`config.mk`:
```
export PLATFORM = sky130hd
export DESIGN_NAME = lbus_strobe_timer
export DESIGN_NICKNAME = d
export VERILOG_FILES = /design/src/rtl/lbst_pkg.sv /design/src/rtl/lbst_sequencer.sv /design/src/rtl/lbst_window.sv /design/src/rtl/lbus_strobe_timer.sv
export SDC_FILE = /design/constraint.sdc
export NUM_CORES = 1
export LEC_CHECK = 0
export BUFFER_PORTS_ARGS = -buffer_cell sky130_fd_sc_hd__clkbuf_2
export CORE_ASPECT_RATIO = 0.8
export CORE_UTILIZATION = 50
export DETAILED_ROUTE_END_ITERATION = 16
export PLACE_DENSITY = 0.75
export SLEW_MARGIN = 5
export SYNTH_ARGS = -nofsm -noshare
export SYNTH_HDL_FRONTEND = slang
export SYNTH_HIERARCHICAL = 1
export SYNTH_SLANG_ARGS = --single-unit
```
`constraint.sdc`:
```
create_clock -name clk -period 5.3 [get_ports clk]
set_clock_uncertainty 0.05 [all_clocks]
set_input_delay 0 -clock clk [delete_from_list [all_inputs] [get_ports clk]]
set_output_delay 0 -clock clk [all_outputs]
set_load 0.005 [all_outputs]
```
`src/rtl/lbst_pkg.sv`:
```
package lbst_pkg;

  typedef enum logic {
    BUS_INTEL = 1'b0,
    BUS_MOTO  = 1'b1
  } bus_style_e;

  // Reserved counts above the limit behave as the limit.
  function automatic int unsigned clamp_cnt(input int unsigned raw, input int unsigned lim);
    return (raw > lim) ? lim : raw;
  endfunction

  // First count at which a strobe is inactive again; at least one clock wide.
  function automatic int unsigned window_end(input int unsigned on_c, input int unsigned off_c,
                                             input int unsigned lim);
    int unsigned a;
    int unsigned d;
    a = clamp_cnt(on_c, lim);
    d = clamp_cnt(off_c, lim);
    return (d > a) ? d : a + 1;
  endfunction

endpackage

```
`src/rtl/lbst_sequencer.sv`:
```
module lbst_sequencer #(
  parameter int MAX_CNT = 10,
  parameter int REF_DLY = 2,
  parameter int CW      = 5
) (
  input  logic          clk,
  input  logic          rst_n,
  input  logic          start,
  input  logic [CW-1:0] last_end,
  output logic          busy,
  output logic          done,
  output logic          accept,
  output logic          step_vld,
  output logic [CW-1:0] step
);

  localparam logic [CW-1:0] LEAD = CW'(REF_DLY - 1);

  logic [CW-1:0] cnt_q;
  logic          busy_q;
  logic          done_q;
  logic          finish;

  assign accept   = start && !busy_q;
  assign step_vld = busy_q && (cnt_q >= LEAD);
  assign step     = cnt_q - LEAD;
  assign finish   = step_vld && (step == last_end + CW'(1));

  always_ff @(posedge clk or negedge rst_n) begin
    if (!rst_n) begin
      cnt_q  <= '0;
      busy_q <= 1'b0;
      done_q <= 1'b0;
    end else if (accept) begin
      cnt_q  <= '0;
      busy_q <= 1'b1;
      done_q <= 1'b0;
    end else if (busy_q) begin
      cnt_q  <= cnt_q + CW'(1);
      busy_q <= !finish;
      done_q <= finish;
    end else begin
      done_q <= 1'b0;
    end
  end

  assign busy = busy_q;
  assign done = done_q;


  done_one_clk_chk: assert property (@(posedge clk) disable iff (!rst_n) done |=> !done);

  done_after_busy_chk: assert property (@(posedge clk) disable iff (!rst_n) $rose(done) |-> $past(busy));

  busy_ends_done_chk: assert property (@(posedge clk) disable iff (!rst_n) $fell(busy) |-> done);

endmodule

```
`src/rtl/lbst_window.sv`:
```
module lbst_window #(
  parameter int CNT_W   = 4,
  parameter int MAX_CNT = 10,
  parameter int CW      = 5
) (
  input  logic             clk,
  input  logic             rst_n,
  input  logic [CNT_W-1:0] on_raw,
  input  logic [CNT_W-1:0] off_raw,
  input  logic             step_vld,
  input  logic [CW-1:0]    step,
  output logic [CW-1:0]    win_end,
  output logic             act
);

  logic [CW-1:0] on_e;
  logic          act_next;
  logic          act_q;

  assign on_e    = CW'(lbst_pkg::clamp_cnt(int'(on_raw), MAX_CNT));
  assign win_end = CW'(lbst_pkg::window_end(int'(on_raw), int'(off_raw), MAX_CNT));
  assign act_next = step_vld && (step >= on_e) && (step < win_end);

  always_ff @(posedge clk or negedge rst_n) begin
    if (!rst_n) act_q <= 1'b0;
    else        act_q <= act_next;
  end

  assign act = act_q;


  end_bounded_chk: assert property (@(posedge clk) disable iff (!rst_n) win_end <= CW'(MAX_CNT + 1));

  act_needs_step_chk: assert property (@(posedge clk) disable iff (!rst_n) $rose(act) |-> $past(step_vld));

endmodule

```
`src/rtl/lbus_strobe_timer.sv`:
```
module lbus_strobe_timer #(
  parameter int CNT_W   = 4,
  parameter int MAX_CNT = 10,
  parameter int NUM_CS  = 4,
  parameter int REF_DLY = 2,
  localparam int IDX_W  = $clog2(NUM_CS)
) (
  input  logic              clk,
  input  logic              rst_n,
  input  logic              start,
  input  logic              wr_req,
  input  logic              moto_style,
  input  logic [IDX_W-1:0]  cs_sel,
  input  logic [CNT_W-1:0]  t_rcs_on,
  input  logic [CNT_W-1:0]  t_rcs_off,
  input  logic [CNT_W-1:0]  t_wcs_on,
  input  logic [CNT_W-1:0]  t_wcs_off,
  input  logic [CNT_W-1:0]  t_rd_on,
  input  logic [CNT_W-1:0]  t_rd_off,
  input  logic [CNT_W-1:0]  t_wr_on,
  input  logic [CNT_W-1:0]  t_wr_off,
  output logic [NUM_CS-1:0] cs_n,
  output logic              rd_n,
  output logic              rd_oe,
  output logic              wr_n,
  output logic              dout_en,
  output logic              done
);

  import lbst_pkg::*;

  localparam int CW = $clog2(MAX_CNT + REF_DLY + 4) + 1;

  // Snapshot taken at the accepted start
  logic             wr_q;
  bus_style_e       style_q;
  logic [IDX_W-1:0] idx_q;
  logic [CNT_W-1:0] cs_on_q, cs_off_q, st_on_q, st_off_q;

  logic          busy, accept, step_vld;
  logic [CW-1:0] step;
  logic [CW-1:0] cs_end, st_end, last_end;
  logic          cs_act, st_act;
  logic          sel_act;

  always_ff @(posedge clk or negedge rst_n) begin
    if (!rst_n) begin
      wr_q     <= 1'b0;
      style_q  <= BUS_INTEL;
      idx_q    <= '0;
      cs_on_q  <= '0;
      cs_off_q <= '0;
      st_on_q  <= '0;
      st_off_q <= '0;
    end else if (accept) begin
      wr_q     <= wr_req;
      style_q  <= bus_style_e'(moto_style);
      idx_q    <= cs_sel;
      cs_on_q  <= wr_req ? t_wcs_on  : t_rcs_on;
      cs_off_q <= wr_req ? t_wcs_off : t_rcs_off;
      st_on_q  <= wr_req ? t_wr_on   : t_rd_on;
      st_off_q <= wr_req ? t_wr_off  : t_rd_off;
    end
  end

  assign last_end = (cs_end > st_end) ? cs_end : st_end;

  lbst_sequencer #(.MAX_CNT(MAX_CNT), .REF_DLY(REF_DLY), .CW(CW)) u_seq (
    .clk(clk), .rst_n(rst_n), .start(start), .last_end(last_end),
    .busy(busy), .done(done), .accept(accept), .step_vld(step_vld), .step(step)
  );

  lbst_window #(.CNT_W(CNT_W), .MAX_CNT(MAX_CNT), .CW(CW)) u_cs_win (
    .clk(clk), .rst_n(rst_n), .on_raw(cs_on_q), .off_raw(cs_off_q),
    .step_vld(step_vld), .step(step), .win_end(cs_end), .act(cs_act)
  );

  lbst_window #(.CNT_W(CNT_W), .MAX_CNT(MAX_CNT), .CW(CW)) u_st_win (
    .clk(clk), .rst_n(rst_n), .on_raw(st_on_q), .off_raw(st_off_q),
    .step_vld(step_vld), .step(step), .win_end(st_end), .act(st_act)
  );

  // Pin routing per bus style
  assign sel_act = (style_q == BUS_MOTO) ? st_act : cs_act;

  for (genvar g = 0; g < NUM_CS; g++) begin : g_sel
    assign cs_n[g] = !(sel_act && (idx_q == IDX_W'(g)));
  end

  always_comb begin
    if (style_q == BUS_MOTO) begin
      rd_n  = 1'b1;
      rd_oe = 1'b0;
      wr_n  = !(wr_q && cs_act);
    end else begin
      rd_n  = !(st_act && !wr_q);
      rd_oe = 1'b1;
      wr_n  = !(st_act && wr_q);
    end
  end

  assign dout_en = busy && wr_q;


  one_select_chk: assert property (@(posedge clk) disable iff (!rst_n) $onehot0(~cs_n));

  no_dual_strobe_chk: assert property (@(posedge clk) disable iff (!rst_n) !(!rd_n && !wr_n));

  moto_rd_idle_chk: assert property (@(posedge clk) disable iff (!rst_n) !rd_oe |-> rd_n);

  no_read_drive_chk: assert property (@(posedge clk) disable iff (!rst_n) !rd_n |-> !dout_en);

  busy_start_ignored_chk: assert property (@(posedge clk) disable iff (!rst_n)
    (busy && start) |=> ($stable(wr_q) && $stable(idx_q) && $stable(st_off_q) && $stable(cs_off_q)));

  idle_strobes_chk: assert property (@(posedge clk) disable iff (!rst_n) (!busy && !done) |-> (&cs_n && rd_n));

endmodule

```
==> impl_metrics.tcl <==
set metrics [dict create \
    outcome "finished clean" \
    nFillCells 399 \
    grt_pass1_wl_um 10200 \
    final_max_slew_viol_count 0 \
    tns_ps 0 \
    cp_data_arrival_time_ps 4370 \
    met2_usage_pct 43.9 \
    hold_viol 0 \
    start_util_pct 52.1 \
    yosysWarnings 6 \
    clock_latency_ps 280 \
    cp_slowest_stage_delay_ps 430 \
    syn_to_final_growth_pct 27.2 \
    cts_buffers 5 \
    tightest_slew_ps 723 \
    cts_setup_buffers 0 \
    drc 0 \
    worstSetupStartpointType "flip-flop" \
    grt_antenna_before_repair 0 \
    slew-limit-headroom_pct 51.8 \
    synth_ff_type "dfrtp_1" \
    nets 440 \
    synth_fp_nets 363 \
    yosys_register_bits 29 \
    synth_edf_count 0 \
    cts_max_path_buffers 2 \
    clockRootBuffer "clkbuf_8" \
    htreeDepth 2 \
    grt-busiest-layer "met2" \
    synth_area_sq_um 2620 \
    die_w_um 83.0 \
    crit_required_ps 5460 \
    met3_usage_pct 3.97 \
    min_path_type "in -> reg" \
    row_count 23 \
    final_common_cell "clkbuf_2" \
    final_layout_size_suffix_gt1_share_pct 22.2 \
    timing_worst_setup_path_type "reg -> reg" \
    grt_max_degree 38 \
    grt_usage_pct 22.9 \
    cts_tree "yes" \
    dp_hpwl_um 4140 \
    seq_area_frac_synth_pct 27.7 \
    ant_nets 0 \
    port_buffers 47 \
    regArea_sq_um 726 \
    period_share_pct 79.5 \
    period_needed_ps 4210 \
    cts_resized 0 \
    vias_per_cell 5.28 \
    first_global_vias 2303 \
    drt_first_iter_violations 53 \
    clock_sinks 29 \
    postCtsHoldBufs 36 \
    crit_slowest_cell "dfrtp_1" \
    post_drt_wl_per_cell_um 13.6 \
    rsz0062_at_grt "no" \
    crit_family "compound AO/OA/AOI/OAI gates" \
    yosysUniqueCellTypes 52 \
    die_area_sq_um 5540 \
    path_buf_inv 2 \
    coreArea_sq_um 5040 \
    die_h_um 66.8 \
    postSynthCellCount 291 \
    route.vias.total 2276 \
    num_antenna_cells 0 \
    path_cells "inv_1 > nand2_1 > ha_1 > nand2_1 > a211o_1 > a21o_1 > and2_4 > nand2_1 > o21a_1 > inv_1 > ha_1 > o211ai_2 > a21oi_2 > o21ai_4 > mux2_2 > ha_1 > xor2_1 > xnor2_1 > and4_4 > and3_1" \
    avgSynthCellArea_sq_um 9.01 \
    drt_first_pass_iters 4 \
    io_pins 48 \
    wirelength_um 5880 \
    setup_viol 0 \
    grt_overflow 0 \
    multi_input_area_sq_um 1740 \
    gr-usage-met1_pct 27.3 \
    drv_cap 0 \
    path_max_fanout 5 \
    gp_congestion 0.874 \
    synthArstFlopShare_pct 100 \
    fmax_ghz 0.237 \
    end_kind "flip-flop" \
    most-common-layout-cells "clkbuf_2, dlygate4sd3_1, ha_1" \
    clk_pin_slew_ps 60 \
]
==> metal layers <==
| layer | wire length, um | vias up |
|---|---|---|
| met5 | 0 | - |
| met4 | 10 | 0 |
| met3 | 209 | 2 |
| met2 | 2890 | 56 |
| met1 | 2780 | 1047 |
| li1 | - | 1171 |
==> cell type report <==
class / instances / area share [%]
clock buffers: 7 / 2.59
clock inverters: 1 / 0.900
inverters: 19 / 2.14
multi-input cells: 229 / 52.2
flip-flops and latches: 29 / 21.7
well taps: 62 / 2.32
repair buffers: 84 / 18.1
==> tightest hold or removal path, delay by kind of cell <==
family	cells	cell delay, ps
mux	1	80
buf+inv	1	80
compound gates	1	150
==> state kept, by name (all words and copies together) (netlist names) <==
name / flops
u_cs_win/act: 1
st_off_q: 4
u_st_win/act: 1
idx_q: 2
u_seq/done: 1
cs_off_q: 4
style_q: 1
wr_q: 1
u_seq/cnt_q: 5
u_seq/busy: 1
cs_on_q: 4
st_on_q: 4
==> worst paths after layout <==
kind,startpoint,to,slack (ps),depth (start not counted)
max reg2reg,st_on_q[3]$_DFFE_PN0P_,u_seq/done$_DFF_PN0_,1090,20
max in group asynchronous,rst_n,st_off_q[1]$_DFFE_PN0P_,4480,2
min reg2reg,st_off_q[0]$_DFFE_PN0P_,st_off_q[0]$_DFFE_PN0P_,480,2
min,t_wr_on[1],st_on_q[1]$_DFFE_PN0P_,30,3
max,st_on_q[3]$_DFFE_PN0P_,u_seq/done$_DFF_PN0_,1090,20
min in group asynchronous,rst_n,u_seq/cnt_q[4]$_DFFE_PN0P_,260,2
==> synth_stat cells (3+ instances only) <==
| master | n | area share, % |
|---|---|---|
| nand4_1 | 3 | 0.72 |
| nor2_1 | 21 | 3.0 |
| inv_2 | 4 | 0.57 |
| nor2b_1 | 3 | 0.72 |
| inv_1 | 15 | 2.1 |
| a21oi_1 | 25 | 4.8 |
| o21a_1 | 4 | 1.1 |
| and2_1 | 3 | 0.72 |
| nand3b_1 | 3 | 0.86 |
| xor2_1 | 6 | 2.0 |
| a211oi_1 | 4 | 1.1 |
| mux2i_1 | 20 | 7.6 |
| nand2_1 | 20 | 2.9 |
| conb_1 | 4 | 0.57 |
| xnor2_1 | 7 | 2.3 |
| clkbuf_1 | 4 | 0.57 |
| mux2_2 | 8 | 3.4 |
| nand3_1 | 7 | 1.3 |
| nand2b_1 | 4 | 0.95 |
| o21ai_0 | 10 | 1.9 |
| ha_1 | 33 | 16 |
| a21oi_2 | 3 | 1.0 |
| buf_4 | 4 | 1.1 |
| dfrtp_1 | 29 | 28 |
| a21o_1 | 9 | 2.6 |
==> cell families after synthesis <==
family	Yosys count	synth area share [%]
other cells	4	0.572
compound gates	69	17.4
fa+ha+maj	33	15.7
xor+xnor	13	4.34
flops	29	27.7
simple gates	78	15.4
buf+inv	33	5.96
mux	32	13.0
==> metrics by stage <==
step	util, %	cells	setup slack [ps]	hold slack [ps]	cell area (sq um)
final	66.3	431	1090	29.8	3340
after global routing	66.3	431	787	40.4	3340
after CTS	66.3	431	1070	3.67	3340
after detailed placement	56.8	387	1120	34.5	2860
after global placement	56.8	387	1230	28.6	2860
after floorplan	-	291	1370	-346	2620
Power is left out: the tool's default activity adds up to more than one toggle a clock period on the data nets, which glitch-free logic cannot reach.
